[config.mk]
export PLATFORM = sky130hd
export DESIGN_NAME = mdw_download_window
export DESIGN_NICKNAME = d
export VERILOG_FILES = /design/src/rtl/mdw_pkg.sv /design/src/rtl/mdw_page_decode.sv /design/src/rtl/mdw_addr_counter.sv /design/src/rtl/mdw_word_stage.sv /design/src/rtl/mdw_ctrl_regs.sv /design/src/rtl/mdw_download_window.sv
export SDC_FILE = /design/constraint.sdc
export NUM_CORES = 1
export LEC_CHECK = 0
export BUFFER_PORTS_ARGS = -buffer_cell sky130_fd_sc_hd__buf_2
export CORE_MARGIN = 2
export CORE_UTILIZATION = 50
export CTS_BUF_LIST = sky130_fd_sc_hd__clkbuf_4
export CTS_CLUSTER_SIZE = 12
export DETAILED_ROUTE_END_ITERATION = 10
export PLACE_DENSITY_LB_ADDON = 0.08
export SLEW_MARGIN = 20
export SYNTH_ARGS = -nofsm -noshare
export SYNTH_HDL_FRONTEND = slang
export SYNTH_HIERARCHICAL = 1
export SYNTH_SLANG_ARGS = --single-unit
[constraint.sdc]
create_clock -name clk -period 4.4 [get_ports clk]
set_input_delay 0.44 -clock clk [delete_from_list [all_inputs] [get_ports clk]]
set_output_delay 0.44 -clock clk [all_outputs]
set_load 0.005 [all_outputs]
[src/rtl/mdw_pkg.sv]
package mdw_pkg;
  localparam int REG_AW = 5;
  localparam int HALF_W = 16;
  localparam int WORD_W = 2 * HALF_W;

  localparam logic [REG_AW-1:0] REG_PAGE = 5'h1F;
  localparam logic [REG_AW-1:0] REG_MODE = 5'h10;
  localparam logic [REG_AW-1:0] REG_AHI  = 5'h11;
  localparam logic [REG_AW-1:0] REG_ALO  = 5'h12;
  localparam logic [REG_AW-1:0] REG_DHI  = 5'h13;
  localparam logic [REG_AW-1:0] REG_DLO  = 5'h14;
  localparam logic [REG_AW-1:0] REG_RUN  = 5'h15;

  localparam int MODE_AINC_BIT = 15;
  localparam int RUN_HOLD_BIT  = 11;
  localparam int RUN_START_BIT = 0;

  typedef enum logic [2:0] {
    WSEL_NONE,
    WSEL_MODE,
    WSEL_AHI,
    WSEL_ALO,
    WSEL_DHI,
    WSEL_DLO,
    WSEL_RUN
  } wsel_e;
endpackage

[src/rtl/mdw_page_decode.sv]
module mdw_page_decode
  import mdw_pkg::*;
#(
  parameter int WIN_PAGE = 4
) (
  input  logic              clk,
  input  logic              rst_n,
  input  logic              wr_fire,
  input  logic [REG_AW-1:0] wr_addr,
  input  logic [HALF_W-1:0] wr_data,
  output logic [HALF_W-1:0] page_q,
  output logic              win_open,
  output wsel_e             wsel
);
  localparam logic [HALF_W-1:0] WIN_VAL = HALF_W'(WIN_PAGE);

  always_ff @(posedge clk) begin
    if (!rst_n) begin
      page_q <= '0;
    end else if (wr_fire && wr_addr == REG_PAGE) begin
      page_q <= wr_data;
    end
  end

  assign win_open = (page_q == WIN_VAL);

  always_comb begin
    wsel = WSEL_NONE;
    if (wr_fire && win_open) begin
      unique case (wr_addr)
        REG_MODE: wsel = WSEL_MODE;
        REG_AHI:  wsel = WSEL_AHI;
        REG_ALO:  wsel = WSEL_ALO;
        REG_DHI:  wsel = WSEL_DHI;
        REG_DLO:  wsel = WSEL_DLO;
        REG_RUN:  wsel = WSEL_RUN;
        default:  wsel = WSEL_NONE;
      endcase
    end
  end
endmodule

[src/rtl/mdw_addr_counter.sv]
module mdw_addr_counter
  import mdw_pkg::*;
#(
  parameter int ADDR_W    = 32,
  parameter int ADDR_STEP = 4
) (
  input  logic              clk,
  input  logic              rst_n,
  input  logic              ld_hi,
  input  logic              ld_lo,
  input  logic              advance,
  input  logic [HALF_W-1:0] wr_data,
  output logic [ADDR_W-1:0] addr_q,
  output logic [HALF_W-1:0] addr_hi_rd,
  output logic [HALF_W-1:0] addr_lo_rd
);
  localparam int HI_W = ADDR_W - HALF_W;
  localparam logic [ADDR_W-1:0] STEP_V = ADDR_W'(ADDR_STEP);

  always_ff @(posedge clk) begin
    if (!rst_n) begin
      addr_q <= '0;
    end else if (ld_hi) begin
      addr_q[ADDR_W-1:HALF_W] <= wr_data[HI_W-1:0];
    end else if (ld_lo) begin
      addr_q[HALF_W-1:0] <= wr_data;
    end else if (advance) begin
      addr_q <= addr_q + STEP_V;
    end
  end

  assign addr_lo_rd = addr_q[HALF_W-1:0];

  generate
    if (HI_W == HALF_W) begin : g_full_hi
      assign addr_hi_rd = addr_q[ADDR_W-1:HALF_W];
    end else begin : g_pad_hi
      assign addr_hi_rd = {{(HALF_W-HI_W){1'b0}}, addr_q[ADDR_W-1:HALF_W]};
    end
  endgenerate
endmodule

[src/rtl/mdw_word_stage.sv]
module mdw_word_stage
  import mdw_pkg::*;
#(
  parameter int ADDR_W = 32
) (
  input  logic              clk,
  input  logic              rst_n,
  input  logic              dhi_wr,
  input  logic              dlo_wr,
  input  logic              discard,
  input  logic [HALF_W-1:0] wr_data,
  input  logic [ADDR_W-1:0] cur_addr,
  input  logic              mem_ready,
  output logic              mem_valid,
  output logic [ADDR_W-1:0] mem_addr,
  output logic [WORD_W-1:0] mem_data,
  output logic [HALF_W-1:0] upper_q,
  output logic [HALF_W-1:0] lower_q,
  output logic              pend_q,
  output logic              slot_free
);
  logic [HALF_W-1:0] upper_use;

  assign slot_free = !mem_valid || mem_ready;
  assign upper_use = pend_q ? upper_q : '0;

  always_ff @(posedge clk) begin
    if (!rst_n) begin
      upper_q <= '0;
      lower_q <= '0;
      pend_q  <= 1'b0;
    end else begin
      if (dhi_wr) begin
        upper_q <= wr_data;
        pend_q  <= 1'b1;
      end
      if (discard) begin
        pend_q <= 1'b0;
      end
      if (dlo_wr) begin
        lower_q <= wr_data;
        pend_q  <= 1'b0;
      end
    end
  end

  always_ff @(posedge clk) begin
    if (!rst_n) begin
      mem_valid <= 1'b0;
      mem_addr  <= '0;
      mem_data  <= '0;
    end else if (dlo_wr) begin
      mem_valid <= 1'b1;
      mem_addr  <= cur_addr;
      mem_data  <= {upper_use, wr_data};
    end else if (mem_ready) begin
      mem_valid <= 1'b0;
    end
  end
endmodule

[src/rtl/mdw_ctrl_regs.sv]
module mdw_ctrl_regs
  import mdw_pkg::*;
(
  input  logic              clk,
  input  logic              rst_n,
  input  logic              mode_wr,
  input  logic              run_wr,
  input  logic [HALF_W-1:0] wr_data,
  output logic [HALF_W-1:0] mode_q,
  output logic [HALF_W-1:0] run_q,
  output logic              ainc,
  output logic              cpu_hold,
  output logic              cpu_start
);
  always_ff @(posedge clk) begin
    if (!rst_n) begin
      mode_q <= '0;
      run_q  <= '0;
    end else begin
      if (mode_wr) mode_q <= wr_data;
      if (run_wr)  run_q  <= wr_data;
    end
  end

  assign ainc      = mode_q[MODE_AINC_BIT];
  assign cpu_hold  = run_q[RUN_HOLD_BIT];
  assign cpu_start = run_q[RUN_START_BIT];
endmodule

[src/rtl/mdw_download_window.sv]
module mdw_download_window
  import mdw_pkg::*;
#(
  parameter int ADDR_W    = 32,
  parameter int WIN_PAGE  = 4,
  parameter int ADDR_STEP = 4
) (
  input  logic              clk,
  input  logic              rst_n,
  input  logic              reg_we,
  input  logic [4:0]        reg_addr,
  input  logic [15:0]       reg_wdata,
  output logic              reg_ready,
  input  logic [4:0]        rd_addr,
  output logic [15:0]       rd_data,
  output logic              mem_valid,
  input  logic              mem_ready,
  output logic [ADDR_W-1:0] mem_addr,
  output logic [31:0]       mem_data,
  output logic              cpu_hold,
  output logic              cpu_start
);
  logic              wr_fire;
  logic [HALF_W-1:0] page_q;
  logic              win_open;
  wsel_e             wsel;
  logic [ADDR_W-1:0] addr_q;
  logic [HALF_W-1:0] addr_hi_rd, addr_lo_rd;
  logic [HALF_W-1:0] upper_q, lower_q, mode_q, run_q;
  logic              pend_q, slot_free, ainc;
  logic              commit;

  assign reg_ready = slot_free;
  assign wr_fire   = reg_we && slot_free;
  assign commit    = (wsel == WSEL_DLO);

  mdw_page_decode #(.WIN_PAGE(WIN_PAGE)) u_dec (
    .clk(clk), .rst_n(rst_n), .wr_fire(wr_fire), .wr_addr(reg_addr),
    .wr_data(reg_wdata), .page_q(page_q), .win_open(win_open), .wsel(wsel)
  );

  mdw_addr_counter #(.ADDR_W(ADDR_W), .ADDR_STEP(ADDR_STEP)) u_addr (
    .clk(clk), .rst_n(rst_n),
    .ld_hi(wsel == WSEL_AHI), .ld_lo(wsel == WSEL_ALO),
    .advance(commit && ainc), .wr_data(reg_wdata),
    .addr_q(addr_q), .addr_hi_rd(addr_hi_rd), .addr_lo_rd(addr_lo_rd)
  );

  mdw_word_stage #(.ADDR_W(ADDR_W)) u_word (
    .clk(clk), .rst_n(rst_n),
    .dhi_wr(wsel == WSEL_DHI), .dlo_wr(commit),
    .discard(wsel == WSEL_AHI || wsel == WSEL_ALO),
    .wr_data(reg_wdata), .cur_addr(addr_q), .mem_ready(mem_ready),
    .mem_valid(mem_valid), .mem_addr(mem_addr), .mem_data(mem_data),
    .upper_q(upper_q), .lower_q(lower_q), .pend_q(pend_q), .slot_free(slot_free)
  );

  mdw_ctrl_regs u_ctrl (
    .clk(clk), .rst_n(rst_n),
    .mode_wr(wsel == WSEL_MODE), .run_wr(wsel == WSEL_RUN),
    .wr_data(reg_wdata), .mode_q(mode_q), .run_q(run_q),
    .ainc(ainc), .cpu_hold(cpu_hold), .cpu_start(cpu_start)
  );

  always_comb begin
    rd_data = '0;
    if (rd_addr == REG_PAGE) begin
      rd_data = page_q;
    end else if (win_open) begin
      unique case (rd_addr)
        REG_MODE: rd_data = mode_q;
        REG_AHI:  rd_data = addr_hi_rd;
        REG_ALO:  rd_data = addr_lo_rd;
        REG_DHI:  rd_data = upper_q;
        REG_DLO:  rd_data = lower_q;
        REG_RUN:  rd_data = run_q;
        default:  rd_data = '0;
      endcase
    end
  end
endmodule

* Word-level counts from Yosys, hierarchy flattened *
Index checks and enable logic that the tools add are counted.

word-level totals
  bits in registers = 178
  bits of input ports = 30
  output and inout port bits = 84
  logic and storage cells = 61

operators by class
  $add $sub $neg = 1
  equal/unequal tests = 22
  multiplexer cells = 12
  bitwise gates (word level) = 2
  reduce and logical (&&, ||, !) cells = 13

operators with widths
  kind                     count
  $mux W16                 6
  $pmux W16 S6             1
  $eq A5 B5 Y1 const B     14
  $add A32 B3 Y32 const B  1
  $mux W32                 1
  $pmux W3 S6              1
  $eq A16 B3 Y1 const B    1
  $eq A3 B3 Y1 const B     3
  $eq A3 B2 Y1 const B     2
  $reduce_bool A2 Y1       3
  $logic_and A1 B1 Y1      4
  $reduce_and A2 Y1        2
  $eq A3 B1 Y1 const B     1
  $mux W3                  1
  $reduce_or A3 Y1         1
  $logic_or A1 B1 Y1       2
  $mux W1                  2
  $ne A2 B1 Y1 const B     1
  $not A1 Y1               2
  $logic_not A1 Y1         1

* Longest topological paths before layout *
Gate-level depths: netlist of run 1.

  depth after elaboration = 10
  gate-level depth with buffers = 12
  gate-level depth less buffers = 10

* By module *
The synthesis of run 1 kept the hierarchy.

by module, submodules not included
  module               times used  cells each  area an instance (sq um)  seq. area each (sq um)
  mdw_word_stage       1           303         3358.2                    1641.6
  mdw_addr_counter     1           290         2269.7                    640.6
  mdw_ctrl_regs        1           106         1257.5                    640.6
  mdw_download_window  1           139         1096.1                    0.0
  mdw_page_decode      1           84          764.5                     320.3

* Worst setup path before layout of run 1 *
Ideal clock, no wire load.

  kind = input to register
  start point = in mem_ready
  end point = reg u_addr.addr_q[21]
  library setup time = 0.074 ns
  arrival time = 2.644 ns
  data required time = 4.326 ns
  path slack = 1.682 ns
  stages on the path = 10
  path buffers = 0
  cell sequence = nand2b_1 and2_1 nand4b_1 nor3_1 and3b_1 and2_1 nor2b_1 nand2_1 or4_1 a31oi_1

on the way
  longest elaborated chain between the ends = 8
  elaborated cells between the ends (all ways) = 12
  classes of those cells = eq/ne (4); mux (2); reduce/logical (6)

ends and longest elaborated chain
  item                             line                       RTL
  from (decl)                      mdw_download_window.sv:17  input logic mem_ready,
  $logic_or A1 B1 Y1               mdw_word_stage.sv:24       assign slot_free = !mem_valid || mem_ready;
  $logic_and A1 B1 Y1              mdw_download_window.sv:34  assign wr_fire = reg_we && slot_free;
  named net wr_fire                mdw_download_window.sv:23  logic wr_fire;
  $logic_and A1 B1 Y1              mdw_page_decode.sv:29      if (wr_fire && win_open) begin
  $mux W3                          mdw_page_decode.sv:29
  named net wsel[0]                mdw_download_window.sv:26  wsel_e wsel;
  $eq A3 B3 Y1                     mdw_download_window.sv:35  assign commit = (wsel == WSEL_DLO);
  named net commit                 mdw_download_window.sv:31  logic commit;
  $logic_and A1 B1 Y1              mdw_download_window.sv:45  .advance(commit && ainc), .wr_data(reg_wdata),
  $reduce_bool A2 Y1 (no line)     --
  $reduce_and A2 Y1 (no line)      --
  to (signal, indexed assignment)  mdw_addr_counter.sv:24     addr_q[ADDR_W-1:HALF_W] <= wr_data[HI_W-1:0];
  to (signal, indexed assignment)  mdw_addr_counter.sv:26     addr_q[HALF_W-1:0] <= wr_data;
  to (signal assigned)             mdw_addr_counter.sv:28     addr_q <= addr_q + STEP_V;
  to (decl)                        mdw_addr_counter.sv:13     output logic [ADDR_W-1:0] addr_q,

The timed path passes the listed nets, and every way through them passes these cells.
A chain may end at the register's enable or synchronous reset.

* Final worst setup path of run 1 *
  start point = reg u_dec.page_q[6]
  end point = reg u_addr.addr_q[13]

on the way
  longest elaborated chain between the ends = 7
  elaborated cells between the ends (all ways) = 11
  classes of those cells = eq/ne (4); mux (2); bitwise (1); reduce/logical (4)

ends and longest elaborated chain
  item                          line                       RTL
  from (decl)                   mdw_page_decode.sv:11      output logic [HALF_W-1:0] page_q,
  from (signal assigned)        mdw_page_decode.sv:21      page_q <= wr_data;
  $eq A16 B3 Y1 (*)             mdw_page_decode.sv:25      assign win_open = (page_q == WIN_VAL);
  $logic_and A1 B1 Y1 (*)       mdw_page_decode.sv:29
  $mux W3 (*)                   mdw_page_decode.sv:29
  named net wsel[1]             mdw_download_window.sv:26
  $eq A3 B3 Y1                  mdw_download_window.sv:35
  $logic_and A1 B1 Y1           mdw_download_window.sv:45
  $reduce_bool A2 Y1 (no line)  --
  $reduce_and A2 Y1 (no line)   --

The timed path passes the listed nets; every way through them passes the cells marked *.

==> impl_metrics.json, run 1 <==
{
  "drive_above_1_share_pct": 20.5,
  "drt_iter0_drc": 582,
  "wl_per_cell_um": 20.8,
  "ys_async_sr_fraction_pct": 0,
  "die_h_um": 136,
  "top_level_ports": 114,
  "n_fill_cell": 1657,
  "clock_skew_ns": 0.0201,
  "crit_fanout": 26,
  "drt_wl_total_um": 24500,
  "synth-seq-cells": 162,
  "numCtsBuffers": 17,
  "netlist_top_cells_count": "dfxtp_1, mux2i_1, nor2b_1",
  "syn_inst": 922,
  "drtPass1Iterations": 5,
  "synth_edf_count": 0,
  "finalHoldViolations": 0,
  "cts_buffer_depth": 2,
  "syn-cell-area_um2": 8750,
  "finalPower_mw": 2.60,
  "grt_max_degree": 95,
  "synth_compound_area_share_pct": 10.8,
  "grtUsageTotal_pct": 26.5,
  "synthFlopType": "dfxtp_1",
  "pwr_density_cell_nw_per_um2": 286,
  "cp-start-kind": "register",
  "tightest_slew_ns": 1.12,
  "yosys.area.top_type": "dfxtp_1",
  "synth_mux_area_share_pct": 17.7,
  "grt_pass1_wl_um": 36800,
  "synth-xor-area-share_pct": 0.100,
  "area_growth_pct": 3.79,
  "cts-root-buf": "clkbuf_4",
  "synth_top_family_by_area": "simple AND/OR/NAND/NOR gates",
  "drc_errors": 0,
  "gr-total-overflow": 0,
  "htree_levels": 4,
  "cts_setup_buffers": 0,
  "rsz0062_at_grt": "false",
  "yosys.area_share.simple_pct": 23.3,
  "io_buffers": 113,
  "antenna_left": 0,
  "power.leakage_nw": 3.22,
  "whs_ns": 0.195,
  "path_clk_slew_ns": 0.13,
  "endpoint_kind": "register",
  "slew_headroom_pct": 25.1,
  "critical_path_class": "reg -> reg",
  "dr_total_vias": 6854,
  "period_minus_slack_ns": 3.70,
  "yosysMostFrequentCell": "dfxtp_1",
  "min_period_over_period_pct": 84.0,
  "place.gp.congestion": 0.955,
  "start_util_pct": 50.9,
  "ir_drop_v": 0.000151,
  "setup_viol": 0,
  "die-area_um2": 18600,
  "die_w_um": 136,
  "seq_area_um2": 3240,
  "hp-class": "in -> reg",
  "syn_avg_cell_area_um2": 9.49,
  "clk_latency_ns": 0.57,
  "dpl.hpwl_um": 16900,
  "synth_area_leaders": "dfxtp_1, mux2i_1, nor2b_1",
  "core_um2": 17200,
  "clkSinkCount": 162,
  "rows": 48,
  "synth-seq-area-share_pct": 37.1,
  "synth_fa_ha_area_share_pct": 0.143,
  "avgViaCountPerCell": 5.80,
  "antenna_found_initial": 1,
  "status": "complete, no violations",
  "final_nets": 974,
  "cp.arrival_ns": 4.19,
  "synth_fp_nets": 953,
  "cts_resized": 0,
  "hold_buffers": 0,
  "yosysTopAreaCellShare_pct": 37.1,
  "maxCapViolCount": 0,
  "worstPathRequired_ns": 4.89,
  "yosysUniqueCellTypes": 76,
  "tns_ns": 0,
  "multi_input_area_um2": 4560,
  "fmaxAchievable_mhz": 271,
  "ys_warn_count": 6,
  "drv_slew": 0,
  "grt_pass1_vias": 6126,
  "cts_tree": "done"
}
[report_power, final]
part / switching [mW] / internal [mW] / leakage, nW
logic: 0.0896 / 0.0415 / 1.74
registers: 0.00167 / 1.47 / 1.30
clock network: 0.516 / 0.481 / 0.174
[path summary, 6_finish.rpt]
kind                                          from                               end  slack (ns)  cells past startpoint
hold / removal                           mem_ready     u_word/mem_valid$_SDFFE_PN0P_        0.20                      3
hold reg to reg   u_word/mem_data[27]$_SDFFE_PN0P_  u_word/mem_data[27]$_SDFFE_PN0P_        0.47                      2
setup reg to reg      u_dec/page_q[6]$_SDFFE_PN0P_    u_addr/addr_q[13]$_SDFFE_PN0P_        0.70                      9
setup / recovery      u_dec/page_q[6]$_SDFFE_PN0P_    u_addr/addr_q[13]$_SDFFE_PN0P_        0.70                      9
[critical path: stages, from the launching register on]
cell and delay (ns):
dfxtp_1 0.35, nor4_1 0.35, nand4_1 0.30, nor3_1 0.54
nor2b_1 0.29, and2_1 0.32, buf_4 0.34, o21bai_1 0.42
or4_1 0.52, a31oi_1 0.18
[placed cells by master (no fill, tap or decap), types with 9 or more instances in the layout]
cell type and n:
a21oi_1 27, nor2b_1 102, o21ai_0 24, buf_2 112
dfxtp_1 162, o31ai_1 9, nor2_1 18, a211oi_1 11
a31oi_1 13, clkbuf_4 22, nor3_1 11, nand4_1 27
mux2_2 14, nand2_1 83, nand3b_1 17, a22oi_1 16
mux2i_1 130, or4_1 9, nand3_1 12
[sequential cells by signal, summed over array words and instances (netlist names)]
name and flops:
u_addr/addr_q 32, u_ctrl/mode_q 16, u_ctrl/run_q 16, u_dec/page_q 16, u_word/lower_q 15, u_word/mem_addr 32
u_word/mem_data 17, u_word/mem_valid 1, u_word/pend_q 1, u_word/upper_q 16
[layer usage]
metal / share of wire, % / vias to the layer above / global-route usage, %
li1: - / 3306 / -
met1: 47 / 3279 / 38.1
met2: 45 / 245 / 39.8
met5: 0 / - / 0
met4: 2.0 / 0 / 7.75
met3: 6.2 / 24 / 5.82
[cells by family (layout without fill, tap and decap cells)]
| kind of cell | after synthesis | after routing |
|---|---|---|
| and+or+nand+nor | 342 | 342 |
| DFF | 162 | 162 |
| muxes | 148 | 148 |
| AOI/OAI and AO/OA | 142 | 142 |
| buffers and inverters | 126 | 160 |
| adders and majority gates | 1 | 1 |
| xor gates and xnor gates | 1 | 1 |
| other | 0 | 1 |
[final cells by class]
type	instances	share of cell area (%)
antenna	1	0.0276
clock buffer	22	1.82
clock inverter	10	1.74
inverter	9	0.372
multi-input combinational	634	50.3
sequential	162	35.7
tap	225	3.10
timing repair buffer	119	6.93
[through the flow]
| stage | cells | util, % | setup WS [ns] | cell area (µm²) |
|---|---|---|---|---|
| 2_1_floorplan | 922 | - | 1.68 | 8750 |
| 3_3_place_gp | 1149 | 50.9 | 0.924 | 8750 |
| 3_5_place_dp | 1149 | 50.9 | 0.757 | 8750 |
| 4_1_cts | 1181 | 52.8 | 0.769 | 9070 |
| 5_1_grt | 1182 | 52.8 | 0.361 | 9080 |
| 6_report | 1182 | 52.8 | 0.705 | 9080 |
No activity file was read; power rests on OpenSTA's default activity.
==> inputs of run 2 (changes only) <==
- clock period: 4.4 -> 3.2 ns (I/O delays scaled with it)
==> run 2 against run 1 <==
Flip-flop and latch count unchanged. Global-route usage increased by 0.69 points. Highest routed layer unchanged. Sequential power up 37%. Die area unchanged. Hold slack worse by 0.12 ns. Power increased by 38%. Clock-buffer cell count down 4. Non-clock buffer count up 19.
==> impl_metrics.json, run 2 (synthesized netlist as in run 1, its figures left out) <==
{
  "status": "complete, no violations",
  "drt_wl_total_um": 25300,
  "place.gp.congestion": 0.953,
  "power.leakage_nw": 3.29,
  "maxCapViolCount": 0,
  "drt_iter0_drc": 604,
  "rows": 48,
  "wl_per_cell_um": 21.1,
  "antenna_left": 0,
  "endpoint_kind": "register",
  "r2r_setup_slack_ns": 0.19,
  "area_growth_pct": 5.55,
  "dp.cells": 1167,
  "antenna_found_initial": 1,
  "period_minus_slack_ns": 3.01,
  "worstRegToRegCells": 12,
  "clkSinkCount": 162,
  "drc_errors": 0,
  "stdcell_area_um2": 9230,
  "hold_start": "mem_ready",
  "htree_levels": 4,
  "layout_common_cells": "dfxtp_1, mux2i_1, buf_2, nor2b_1, nand2_1",
  "cp_slowest_stage_delay_ns": 0.49,
  "cts_tree": "done",
  "fin_cells": 1201,
  "cts-root-buf": "clkbuf_4",
  "dr_total_vias": 7120,
  "finalHoldViolations": 0,
  "path_cells": "nor4b_1, nand4_1, buf_4, nor3_1, buf_4, and3b_4, and2_1, buf_4, and4b_1, nand4_1, or4_1, and3_1",
  "cp_common_cell": "buf_4",
  "top_level_ports": 114,
  "cts_buffer_depth": 2,
  "critPathSlowestCell": "or4_1",
  "cp-start-kind": "register",
  "min_path_cells": 3,
  "die_h_um": 136,
  "die_w_um": 136,
  "critical_path_class": "reg -> reg",
  "r2r_start": "u_dec/page_q[15]$_SDFFE_PN0P_",
  "die-area_um2": 18600,
  "dpl.hpwl_um": 17500,
  "core_um2": 17200,
  "layout_commonest_cell": "dfxtp_1",
  "drv_slew": 0,
  "clock_skew_ns": 0.0177,
  "fmaxAchievable_mhz": 332,
  "crit_fanout": 5,
  "tightest_slew_ns": 0.820,
  "hp-class": "in -> reg",
  "path_delay_family": "simple AND/OR/NAND/NOR gates",
  "holdPathEnd": "u_word/mem_valid$_SDFFE_PN0P_",
  "grt_max_degree": 92,
  "grtUsageTotal_pct": 27.2,
  "n_fill_cell": 1648,
  "gr-total-overflow": 0,
  "path_clk_slew_ns": 0.14,
  "timing.rr.end": "u_addr/addr_q[29]$_SDFFE_PN0P_",
  "dpl_cell_area_um2": 8880,
  "grt_pass1_wl_um": 38000,
  "worstPathRequired_ns": 3.67,
  "clk_latency_ns": 0.57,
  "avgViaCountPerCell": 5.93,
  "io_buffers": 113,
  "setup_viol": 0,
  "drtPass1Iterations": 5,
  "reg.largest.list": "u_addr/addr_q x32, u_word/mem_addr x32, u_word/mem_data x17",
  "crit_buf_inv": 3,
  "finalPower_mw": 3.58,
  "slew_headroom_pct": 45.3,
  "drive_above_1_share_pct": 22.3,
  "pwr_density_cell_nw_per_um2": 387,
  "cp.arrival_ns": 3.49,
  "min_period_over_period_pct": 94.1,
  "final_nets": 993,
  "grt_pass1_vias": 6508,
  "numCtsBuffers": 17,
  "ir_drop_v": 0.000212,
  "start_util_pct": 50.9
}
-- run 2: stage by stage --
step                utilization (%)  hold WS, ns   TNS, ns  setup WS (ns)
floorplan                         -        0.443         0          0.565
global placement               51.7        0.453         0          0.213
detailed placement             51.7        0.456         0          0.187
CTS                            53.6       0.0359         0          0.133
global route                   53.7       0.0635  -0.00849       -0.00849
finish                         53.7       0.0704         0          0.190
-- run 2: worst max-delay path by stage --
stage / from / depth (start not counted) / slack [ns] / endpoint
finish: u_dec/page_q[15]$_SDFFE_PN0P_ / 12 / 0.19 / u_addr/addr_q[29]$_SDFFE_PN0P_
global route: u_dec/page_q[15]$_SDFFE_PN0P_ / 10 / -0.008 / u_addr/addr_q[11]$_SDFFE_PN0P_
CTS: u_dec/page_q[15]$_SDFFE_PN0P_ / 10 / 0.13 / u_addr/addr_q[21]$_SDFFE_PN0P_
detailed placement: u_dec/page_q[15]$_SDFFE_PN0P_ / 10 / 0.19 / u_addr/addr_q[21]$_SDFFE_PN0P_
global placement: u_dec/page_q[15]$_SDFFE_PN0P_ / 10 / 0.21 / u_addr/addr_q[21]$_SDFFE_PN0P_
floorplan: u_dec/page_q[15]$_SDFFE_PN0P_ / 9 / 0.56 / u_addr/addr_q[21]$_SDFFE_PN0P_
-- run 2: final cells by class --
type	instances	area [µm²]	share of cell area, %
Antenna cell	1	2.50	0.0271
Clock buffer	18	135	1.46
Clock inverter	14	186	2.02
Inverter	9	33.8	0.366
Multi-Input combinational cell	634	4570	49.5
Sequential cell	162	3240	35.1
Tap cell	225	282	3.05
Timing Repair Buffer	138	776	8.40
-- run 2: layer usage --
layer	wire length (µm)	global-route usage [%]	up-vias
li1	-	-	3346
met1	11600	38.6	3425
met2	11200	41.3	305
met3	1750	4.06	44
met4	836	11.2	0
met5	0	0	-
-- run 2: repair_timing --
action                                  in CTS  in global routing
buffers inserted                             0                  1
endpoints found under the setup margin       0                 13
hold buffers                                 0                  0
gates resized for setup                      0                  3
-- run 2: worst register-to-register path: cells and delay by family, from the launching register on --
| kind | cells | cell delay, ns |
|---|---|---|
| simple gates | 9 | 2.08 |
| flops | 1 | 0.35 |
| buf+inv | 3 | 0.48 |
-- run 2: where the power goes --
| part | leakage, nW | internal (mW) | switching [mW] |
|---|---|---|---|
| registers | 1.30 | 2.02 | 0.00230 |
| logic | 1.83 | 0.0592 | 0.125 |
| clock network | 0.152 | 0.622 | 0.749 |
